### config.mk
export PLATFORM = sky130hd
export DESIGN_NAME = fifo_ofs_prog
export DESIGN_NICKNAME = d
export VERILOG_FILES = /design/src/rtl/fifo_ofs_pkg.sv /design/src/rtl/fofs_cfg_latch.sv /design/src/rtl/fofs_loader.sv /design/src/rtl/fofs_flag_gen.sv /design/src/rtl/fifo_ofs_prog.sv
export SDC_FILE = /design/constraint.sdc
export NUM_CORES = 1
export LEC_CHECK = 0
export ABC_AREA = 1
export BUFFER_PORTS_ARGS = -buffer_cell sky130_fd_sc_hd__buf_2
export CORE_MARGIN = 5
export CORE_UTILIZATION = 35
export DETAILED_ROUTE_END_ITERATION = 7
export PLACE_DENSITY_LB_ADDON = 0.3
export RECOVER_POWER = 100
export SETUP_SLACK_MARGIN = 0.4
export SLEW_MARGIN = 20
export SYNTH_ARGS = -nofsm -noshare
export SYNTH_HDL_FRONTEND = slang
export SYNTH_SLANG_ARGS = --single-unit
export TNS_END_PERCENT = 5
### constraint.sdc
create_clock -name clk -period 3.6 [get_ports clk]
set_input_delay 0.36 -clock clk [delete_from_list [all_inputs] [get_ports clk]]
set_output_delay 0.36 -clock clk [all_outputs]
set_load 0.02 [all_outputs]
### src/rtl/fifo_ofs_pkg.sv
// Package: shared types and helpers for the FIFO offset programmer.
// Assumes: callers size preset values to an offset width of at least 7 bits.
package fifo_ofs_pkg;

    typedef enum logic [1:0] {
        LM_PRESET   = 2'd0,
        LM_PARALLEL = 2'd1,
        LM_SERIAL   = 2'd2
    } load_mode_e;

    // Decode mode pin and select bus into a loading method.
    function automatic load_mode_e decode_mode(input logic mode, input logic [1:0] sel);
        if (!mode)
            return LM_SERIAL;
        else if (sel == 2'b00)
            return LM_PARALLEL;
        else
            return LM_PRESET;
    endfunction

    // Preset offset picked by the select bus (meaningful only in preset method).
    function automatic int unsigned preset_value(input logic [1:0] sel);
        case (sel)
            2'b11:   return 64;
            2'b10:   return 16;
            2'b01:   return 8;
            default: return 0;
        endcase
    endfunction

endpackage

### src/rtl/fofs_cfg_latch.sv
// Module: captures the loading method while master reset is held low.
// The value held at the last reset clock stays fixed until the next master
// reset. Also presents the decode of the live pins for use during reset.
// Assumes: rst_n is synchronous and active low.
module fofs_cfg_latch
    import fifo_ofs_pkg::*;
#(
    parameter int OW = 8
) (
    input  logic             clk,
    input  logic             rst_n,
    input  logic             prog_mode,
    input  logic [1:0]       ofs_sel,
    output load_mode_e       method,
    output load_mode_e       pin_method,
    output logic [OW-1:0]    pin_preset
);

    // Decode of the live pins.
    always_comb begin
        pin_method = decode_mode(prog_mode, ofs_sel);
        pin_preset = OW'(preset_value(ofs_sel));
    end

    // Track the pins during reset; freeze once reset is released.
    always_ff @(posedge clk) begin
        if (!rst_n)
            method <= pin_method;
    end

endmodule

### src/rtl/fofs_loader.sv
// Module: owns the X (near-empty) and Y (near-full) offset registers and
// loads them by preset, by two parallel writes (Y then X) or by a serial
// MSB-first stream (Y then X). Reports when loading is complete and when a
// write is consumed for programming.
// Assumes: partial reset freezes all loading activity without clearing it.
module fofs_loader
    import fifo_ofs_pkg::*;
#(
    parameter int OW = 8
) (
    input  logic             clk,
    input  logic             rst_n,
    input  logic             prst_n,
    input  load_mode_e       method,
    input  load_mode_e       pin_method,
    input  logic [OW-1:0]    pin_preset,
    input  logic             ser_en,
    input  logic             ser_bit,
    input  logic             wr_en,
    input  logic [OW-1:0]    wr_data,
    output logic [OW-1:0]    x_ofs,
    output logic [OW-1:0]    y_ofs,
    output logic             loaded,
    output logic             wr_consume
);

    localparam int BITS = 2 * OW;
    localparam int CNTW = $clog2(BITS + 1);

    logic [CNTW-1:0] step;
    logic            active;

    // Loading may advance only outside both resets and before completion.
    assign active = rst_n && prst_n && !loaded;

    // A write is taken for programming only in parallel method before completion.
    assign wr_consume = active && wr_en && (method == LM_PARALLEL);

    // Offset registers, step counter and completion flag.
    always_ff @(posedge clk) begin
        if (!rst_n) begin
            step   <= '0;
            loaded <= (pin_method == LM_PRESET);
            if (pin_method == LM_PRESET) begin
                x_ofs <= pin_preset;
                y_ofs <= pin_preset;
            end else begin
                x_ofs <= '0;
                y_ofs <= '0;
            end
        end else if (active) begin
            case (method)
                LM_PARALLEL: begin
                    if (wr_en) begin
                        if (step == '0) begin
                            y_ofs <= wr_data;
                        end else begin
                            x_ofs  <= wr_data;
                            loaded <= 1'b1;
                        end
                        step <= step + 1'b1;
                    end
                end
                LM_SERIAL: begin
                    if (ser_en) begin
                        {y_ofs, x_ofs} <= {y_ofs[OW-2:0], x_ofs, ser_bit};
                        step <= step + 1'b1;
                        if (step == CNTW'(BITS - 1))
                            loaded <= 1'b1;
                    end
                end
                default: ;
            endcase
        end
    end

endmodule

### src/rtl/fofs_flag_gen.sv
// Module: registered near-empty / near-full flags from the fill count.
// Near-empty (active low) when fill <= X; near-full (active low) when
// free space <= Y. Both are held inactive-safe (ae_n=0, af_n=1) in reset,
// partial reset and until the offsets are loaded.
// Assumes: fill_cnt never exceeds DEPTH.
module fofs_flag_gen #(
    parameter int DEPTH = 256,
    parameter int OW    = 8,
    parameter int CW    = 9
) (
    input  logic             clk,
    input  logic             rst_n,
    input  logic             prst_n,
    input  logic             ofs_valid,
    input  logic [CW-1:0]    fill_cnt,
    input  logic [OW-1:0]    x_ofs,
    input  logic [OW-1:0]    y_ofs,
    output logic             ae_n,
    output logic             af_n
);

    localparam logic [CW-1:0] DEPTH_C = CW'(DEPTH);

    logic [CW-1:0] free_cnt;
    logic          near_empty;
    logic          near_full;

    // Threshold comparisons against the zero-extended offsets.
    always_comb begin
        free_cnt   = DEPTH_C - fill_cnt;
        near_empty = (fill_cnt <= CW'(x_ofs));
        near_full  = (free_cnt <= CW'(y_ofs));
    end

    // Register the flags, forcing the safe levels when not live.
    always_ff @(posedge clk) begin
        if (!rst_n || !prst_n || !ofs_valid) begin
            ae_n <= 1'b0;
            af_n <= 1'b1;
        end else begin
            ae_n <= !near_empty;
            af_n <= !near_full;
        end
    end

endmodule

### src/rtl/fifo_ofs_prog.sv
// Module: top of the FIFO near-empty / near-full offset programmer.
// Latches the loading method in master reset, loads the two offsets and
// drives the two flags from the supplied fill count.
// Assumes: single clock; the write path honours wr_consume by not storing.
module fifo_ofs_prog
    import fifo_ofs_pkg::*;
#(
    parameter int DEPTH = 256,
    parameter int OW    = $clog2(DEPTH),
    parameter int CW    = $clog2(DEPTH + 1)
) (
    input  logic             clk,
    input  logic             rst_n,
    input  logic             prst_n,
    input  logic             prog_mode,
    input  logic [1:0]       ofs_sel,
    input  logic             wr_en,
    input  logic [OW-1:0]    wr_data,
    input  logic [CW-1:0]    fill_cnt,
    output logic             wr_consume,
    output logic             ofs_valid,
    output logic             ae_n,
    output logic             af_n
);

    load_mode_e     method;
    load_mode_e     pin_method;
    logic [OW-1:0]  pin_preset;
    logic [OW-1:0]  x_ofs;
    logic [OW-1:0]  y_ofs;

    fofs_cfg_latch #(.OW(OW)) u_cfg (
        .clk        (clk),
        .rst_n      (rst_n),
        .prog_mode  (prog_mode),
        .ofs_sel    (ofs_sel),
        .method     (method),
        .pin_method (pin_method),
        .pin_preset (pin_preset)
    );

    fofs_loader #(.OW(OW)) u_load (
        .clk        (clk),
        .rst_n      (rst_n),
        .prst_n     (prst_n),
        .method     (method),
        .pin_method (pin_method),
        .pin_preset (pin_preset),
        .ser_en     (ofs_sel[1]),
        .ser_bit    (ofs_sel[0]),
        .wr_en      (wr_en),
        .wr_data    (wr_data),
        .x_ofs      (x_ofs),
        .y_ofs      (y_ofs),
        .loaded     (ofs_valid),
        .wr_consume (wr_consume)
    );

    fofs_flag_gen #(.DEPTH(DEPTH), .OW(OW), .CW(CW)) u_flags (
        .clk        (clk),
        .rst_n      (rst_n),
        .prst_n     (prst_n),
        .ofs_valid  (ofs_valid),
        .fill_cnt   (fill_cnt),
        .x_ofs      (x_ofs),
        .y_ofs      (y_ofs),
        .ae_n       (ae_n),
        .af_n       (af_n)
    );

endmodule

======== Yosys cells after proc, flatten, opt, wreduce, memory -nomap -nowiden ========
Cells that the tools add are included.
word-level totals
  word-level logic and storage cells ...... 71
  register bits ........................... 26
  output and inout bits ................... 4
  input port bits ......................... 24
operators by class
  reduce and logical (&&, ||, !) cells .... 19
  eq/ne operators ......................... 15
  mux-type cells .......................... 26
  $lt $le $gt $ge ......................... 2
  add/sub/neg operators ................... 2
operators by type and width
  cell                                                                      number
  8-bit two-way mux                                                         10
  8-bit case mux with 2 select lines                                        2
  7-bit case mux with 3 select lines                                        1
  9-bit by 8-bit less-or-equal comparator with 1-bit output                 2
  3-bit inequality test (second input constant)                             4
  5-bit two-way mux                                                         2
  5-bit case mux with 2 select lines                                        1
  5-bit AND reduction                                                       2
  9-bit subtractor (first input constant)                                   1
  1-bit two-way mux                                                         7
  7-bit two-way mux                                                         1
  2-bit equality test (second input constant)                               3
  6-bit AND reduction                                                       1
  5-bit by 1-bit adder with 5-bit output (second input constant)            1
  5-bit by 4-bit equality test with 1-bit output (second input constant)    1
  1-bit zero test                                                           5
  5-bit zero test                                                           1
  2-bit by 1-bit equality test with 1-bit output (second input constant)    2
  1-bit logical AND                                                         4
  2-bit zero test                                                           2
  2-bit inequality test (second input constant)                             2
  4-bit AND reduction                                                       1
  3-bit by 1-bit inequality test with 1-bit output (second input constant)  1
  3-bit by 2-bit inequality test with 1-bit output (second input constant)  1
  5 further kinds                                                           6

======== Longest topological paths before layout ========
  word-level depth ........................ 6
  gate-level depth with buffers ........... 14
  mapped depth without buffers ............ 14

======== Hierarchy ========
From an unflattened synthesis, not the netlist that was laid out.
second synthesis, totals
  cell total of the unflattened synthesis .. 287
  area, all modules ....................... 2029.4 um^2
modules (own cells, without submodules)
  module          times used  sequential area each (um^2)  cells an instance  area an instance (um^2)
  fofs_loader     1           610.6                        159                1231.2
  fofs_flag_gen   1           40.0                         110                659.4
  fofs_cfg_latch  1           60.1                         18                 138.9

======== Worst setup path after synthesis ========
No wires, ideal clock.
  path kind ............................... input to register
  start ................................... input port fill_cnt[0]
  end ..................................... register u_flags.af_n
  stages .................................. 12
  setup time .............................. 0.113 ns
  data required time ...................... 3.487 ns
  path slack .............................. 1.666 ns
  data arrival time ....................... 1.821 ns
  buffers on the path ..................... 0
  cells stage by stage .................... inv_1 ha_1 nand3_1 nor3_1 xor2_1 inv_1 ha_1 a21o_1 a21oi_1 nand2_1 nand2_1 nand2_1
on the way
  cells in the longest elaborated chain, start to end .. 3
RTL lines
  what                                                       line                 text
  start, declared                                            fifo_ofs_prog.sv:19  input logic [CW-1:0] fill_cnt,
  9-bit subtractor                                           fofs_flag_gen.sv:30  free_cnt = DEPTH_C - fill_cnt;
  9-bit by 8-bit less-or-equal comparator with 1-bit output  fofs_flag_gen.sv:32  near_full = (free_cnt <= CW'(y_ofs));
  1-bit zero test                                            fofs_flag_gen.sv:42  af_n <= !near_full;
  end signal, assigned                                       fofs_flag_gen.sv:42
  end, declared                                              fofs_flag_gen.sv:19  output logic af_n
No other way between the ends.
A chain may end at the register's enable or synchronous reset.

======== Worst setup path after layout ========
  start ................................... input port rst_n
  end ..................................... register u_load.x_ofs[0], enable pin
on the way
  cells in the longest elaborated chain, start to end .. 4
  elaborated cells between the ends (all ways) .. 8
  classes of those cells .................. eq/ne: 5; reduce/logical: 3
RTL lines
  what                                                               line                 text
  start, declared                                                    fifo_ofs_prog.sv:13  input logic rst_n,
  1-bit logical AND (2 in a row)                                     fofs_loader.sv:34    assign active = rst_n && prst_n && !loaded;
  2-bit by 1-bit inequality test with 1-bit output (no source line)  n/a
  5-bit AND reduction (no source line) *                             n/a
  end signal, assigned                                               fofs_loader.sv:45    x_ofs <= pin_preset;
  end signal, assigned                                               fofs_loader.sv:58    x_ofs <= wr_data;
  end signal, assigned                                               fofs_loader.sv:66    {y_ofs, x_ofs} <= {y_ofs[OW-2:0], x_ofs, ser_bit};
  end, declared                                                      fofs_loader.sv:21    output logic [OW-1:0] x_ofs,
Every way passes the cells marked *; elsewhere a longest branch is shown, timed or not.

==> summary.md <==
| Metric | Value |
|---|---|
| Core area | 0.00517 sq mm |
| CP Max Fanout | 12 |
| Design area | 0.00210 sq mm |
| Synth area leader | edfxtp_1 |
| CP max stage cell | a21oi_1 |
| Yosys warnings | 0 |
| Port-buffer cells | 27 |
| Seq/Total Area, Yosys | 37.7% |
| R2r endpoint | u_load.x_ofs[0] |
| Mapped Cells | 238 |
| Synth unique cells | 32 |
| Diode count | 0 |
| CP Class | in2reg |
| DP HPWL | 3320 um |
| Via-per-instance ratio | 4.55 |
| Detail Route Antenna Nets | 0 |
| Clk buf depth | 2 |
| FF+latch count, synth | 26 |
| Antenna violations before repair | 0 |
| Dpl cell area | 0.00209 sq mm |
| All-Layer GR Usage | 12.3% |
| Layout cell share with drive strength beyond 1 | 12.4% |
| Gpl congestion | 0.799 |
| EDFF count, synth | 19 |
| Post-CTS Hold Buffers | 0 |
| Post-CTS Resized | 0 |
| Arrival time of the worst setup path | 2020 ps |
| Max Cap Viol | 0 |
| Max-slew violations | 0 |
| Die height | 83.4 um |
| Avg Inst Size Synth | 7.92 sq um |
| Final hold slack | 398 ps |
| Fmax | 473 MHz |
| Max-slew headroom | 47.8% |
| Nets | 312 |
| Starting Density | 36.4% |
| Tmin final | 2110 ps |
| Clk_lat worst skew | 280 ps |
| Die Area | 0.00695 sq mm |
| Worst vdd ir | 0.000174 V |
| Largest delay contributor family on the critical path | compound AO/OA/AOI/OAI gates |
| Post-CTS setup buffers | 0 |
| Reg2Reg Depth | 5 |
| CTS tree | built |
| Final Cycle Share | 58.7% |
| P_leak | 0.00104 uW |
| Final setup viols | 0 |
| Status | finished clean |
| Top post-synthesis cells by area | edfxtp_1, ha_1, inv_1, nand2_1, dfxtp_1 |
| Post-route DRC | 0 |
| WP buf/inv | 1 |
| Post-layout util | 40.6% |
| # fillers | 544 |
| Top FF cell, synth | edfxtp_1 |
| Critical Path, Cell by Cell | clkbuf_1 -> nand2_1 -> nor2_1 -> nand3_1 -> a21oi_1 |
| Num ports | 28 |
| Max incr delay on CP | 720 ps |
| Total negative slack | 0 ps |
| CTS H-tree lvls | 1 |
| Clock Skews | 13.4 ps |
| Worst Setup SP | rst_n |
| Pre-antenna DRT Iters | 4 |
| Worst setup EP type | flip-flop |
| Largest net degree at the start of global routing | 15 |
| Final-report hold violation count | 0 |
| Synthesized net count | 282 |
| Worst slew pin tran | 783 ps |
| Drt wl/cell | 11.7 um |
| Total power | 699 uW |
| DIE WIDTH | 83.4 um |
| Asr flop ratio synth | 0% |
| First-pass GRT wire length | 6880 um |
| Grt total ovfl | 0 |
| Root Buffer | clkbuf_8 |
| Number of global-route vias before repair | 1490 |
| Via count | 1533 |
| DR iter-0 viols | 26 |
| Final WL | 3940 um |
| Reg2reg setup slack | 1550 ps |
| Number of cells on the critical path | 5 |
| Worst-path clk slew | 100 ps |
| Row count | 26 |
| Inserted Clock Buffers | 3 |
| Worst setup path endpoint | u_load.x_ofs[0] |
| Synth-to-layout area growth | 11.5% |
| Worst R2R Start | u_cfg.method[1] |
| Unrepaired setup endpoints after global routing | false |
| Data required, critical path | 3510 ps |
| Cell Area, Synth | 0.00188 sq mm |
| Startpoint types | primary input |
| Post-synth top area share | 30.3% |
| Min-Delay Path Class | in2reg |
| CTS Sinks | 26 |
| PD cells | 333 mW/mm^2 |
-- cell usage after synthesis (2+ instances only) --
library cell / n
a21oi_2: 2
nor3_1: 4
o21ai_1: 2
xnor2_1: 2
nand2_4: 2
o22ai_1: 8
xor2_1: 4
a21oi_1: 8
nor2_4: 3
nand3_1: 10
nand4_1: 2
nand2_1: 44
nand2_2: 2
inv_2: 4
inv_1: 50
dfxtp_1: 7
edfxtp_1: 19
ha_1: 20
nor2_1: 19
o21ai_0: 14
-- power by group --
part	internal, uW	switching (uW)
registers	347	8.15
clock network	98.0	95.7
logic	55.8	94.3
-- registers in the layout, indices dropped and copies added, names as in the netlist --
signal / cells
u_load.x_ofs: 8
u_flags.af_n: 1
u_load.loaded: 1
u_flags.ae_n: 1
u_cfg.method: 2
u_load.y_ofs: 8
u_load.step: 5
-- per-layer routing --
layer	share of wire [%]	wire length (um)	GRT usage, %	vias to the layer above
li1	-	-	-	823
met1	49	1950	15.4	676
met2	44	1740	20.4	30
met3	4.9	195	2.87	4
met4	1.6	63	4.46	0
met5	0	0	0	-
-- metrics by stage --
step	worst slack, ps	cells
floorplan	1670	238
global placement	1450	333
detailed placement	1430	333
CTS	1670	337
global route	1210	337
finish	1490	337
-- cell families after synthesis --
group | Yosys count | synth area share [%]
simple gates | 91 | 22.9
buf+inv | 58 | 12.2
compound gates | 37 | 11.1
flops | 26 | 37.7
fa+ha+maj | 20 | 13.3
xor+xnor | 6 | 2.79
-- cells in the final DEF (no fill, tap or decap) --
cell type	Yosys	routed
clkinv_2	1	1
nand2_1	44	45
clkbuf_8	0	4
inv_4	1	1
edfxtp_1	19	19
a21oi_2	2	2
xor2_1	4	4
nand2_2	2	1
nand2_4	2	2
nor4_1	1	1
nand3_1	10	11
a21oi_1	8	8
inv_2	4	1
xnor2_1	2	2
ha_1	20	20
and3_1	1	1
or2_0	1	1
nand3b_1	1	1
clkbuf_1	0	6
o21a_1	1	1
dfxtp_1	7	7
o22ai_1	8	8
nor3_1	4	4
nand4_1	2	2
nor2_1	19	22
inv_1	50	53
a31oi_1	1	1
buf_2	1	21
o21ai_0	14	16
a21o_1	1	1
-- layout make-up --
cell class              instances  area (sq um)  area share, %
inverters                      56           214           10.2
flip-flops and latches         26           711           33.8
clock buffers                   4          55.1           2.62
repair buffers                 27           128           6.08
multi-input cells             154           906           43.1
well taps                      70          87.6           4.17
-- worst min path at each step --
stage / endpoint / startpoint / cells past startpoint
2_1_floorplan: u_load.step[3] / u_load.step[3] / 2
3_3_place_gp: u_load.step[3] / u_load.step[3] / 2
3_5_place_dp: u_load.step[3] / u_load.step[3] / 2
4_1_cts: u_cfg.method[1] / prog_mode / 2
5_1_grt: u_cfg.method[1] / prog_mode / 2
6_report: u_cfg.method[1] / prog_mode / 2
No activity file was read; power rests on OpenSTA's default activity.
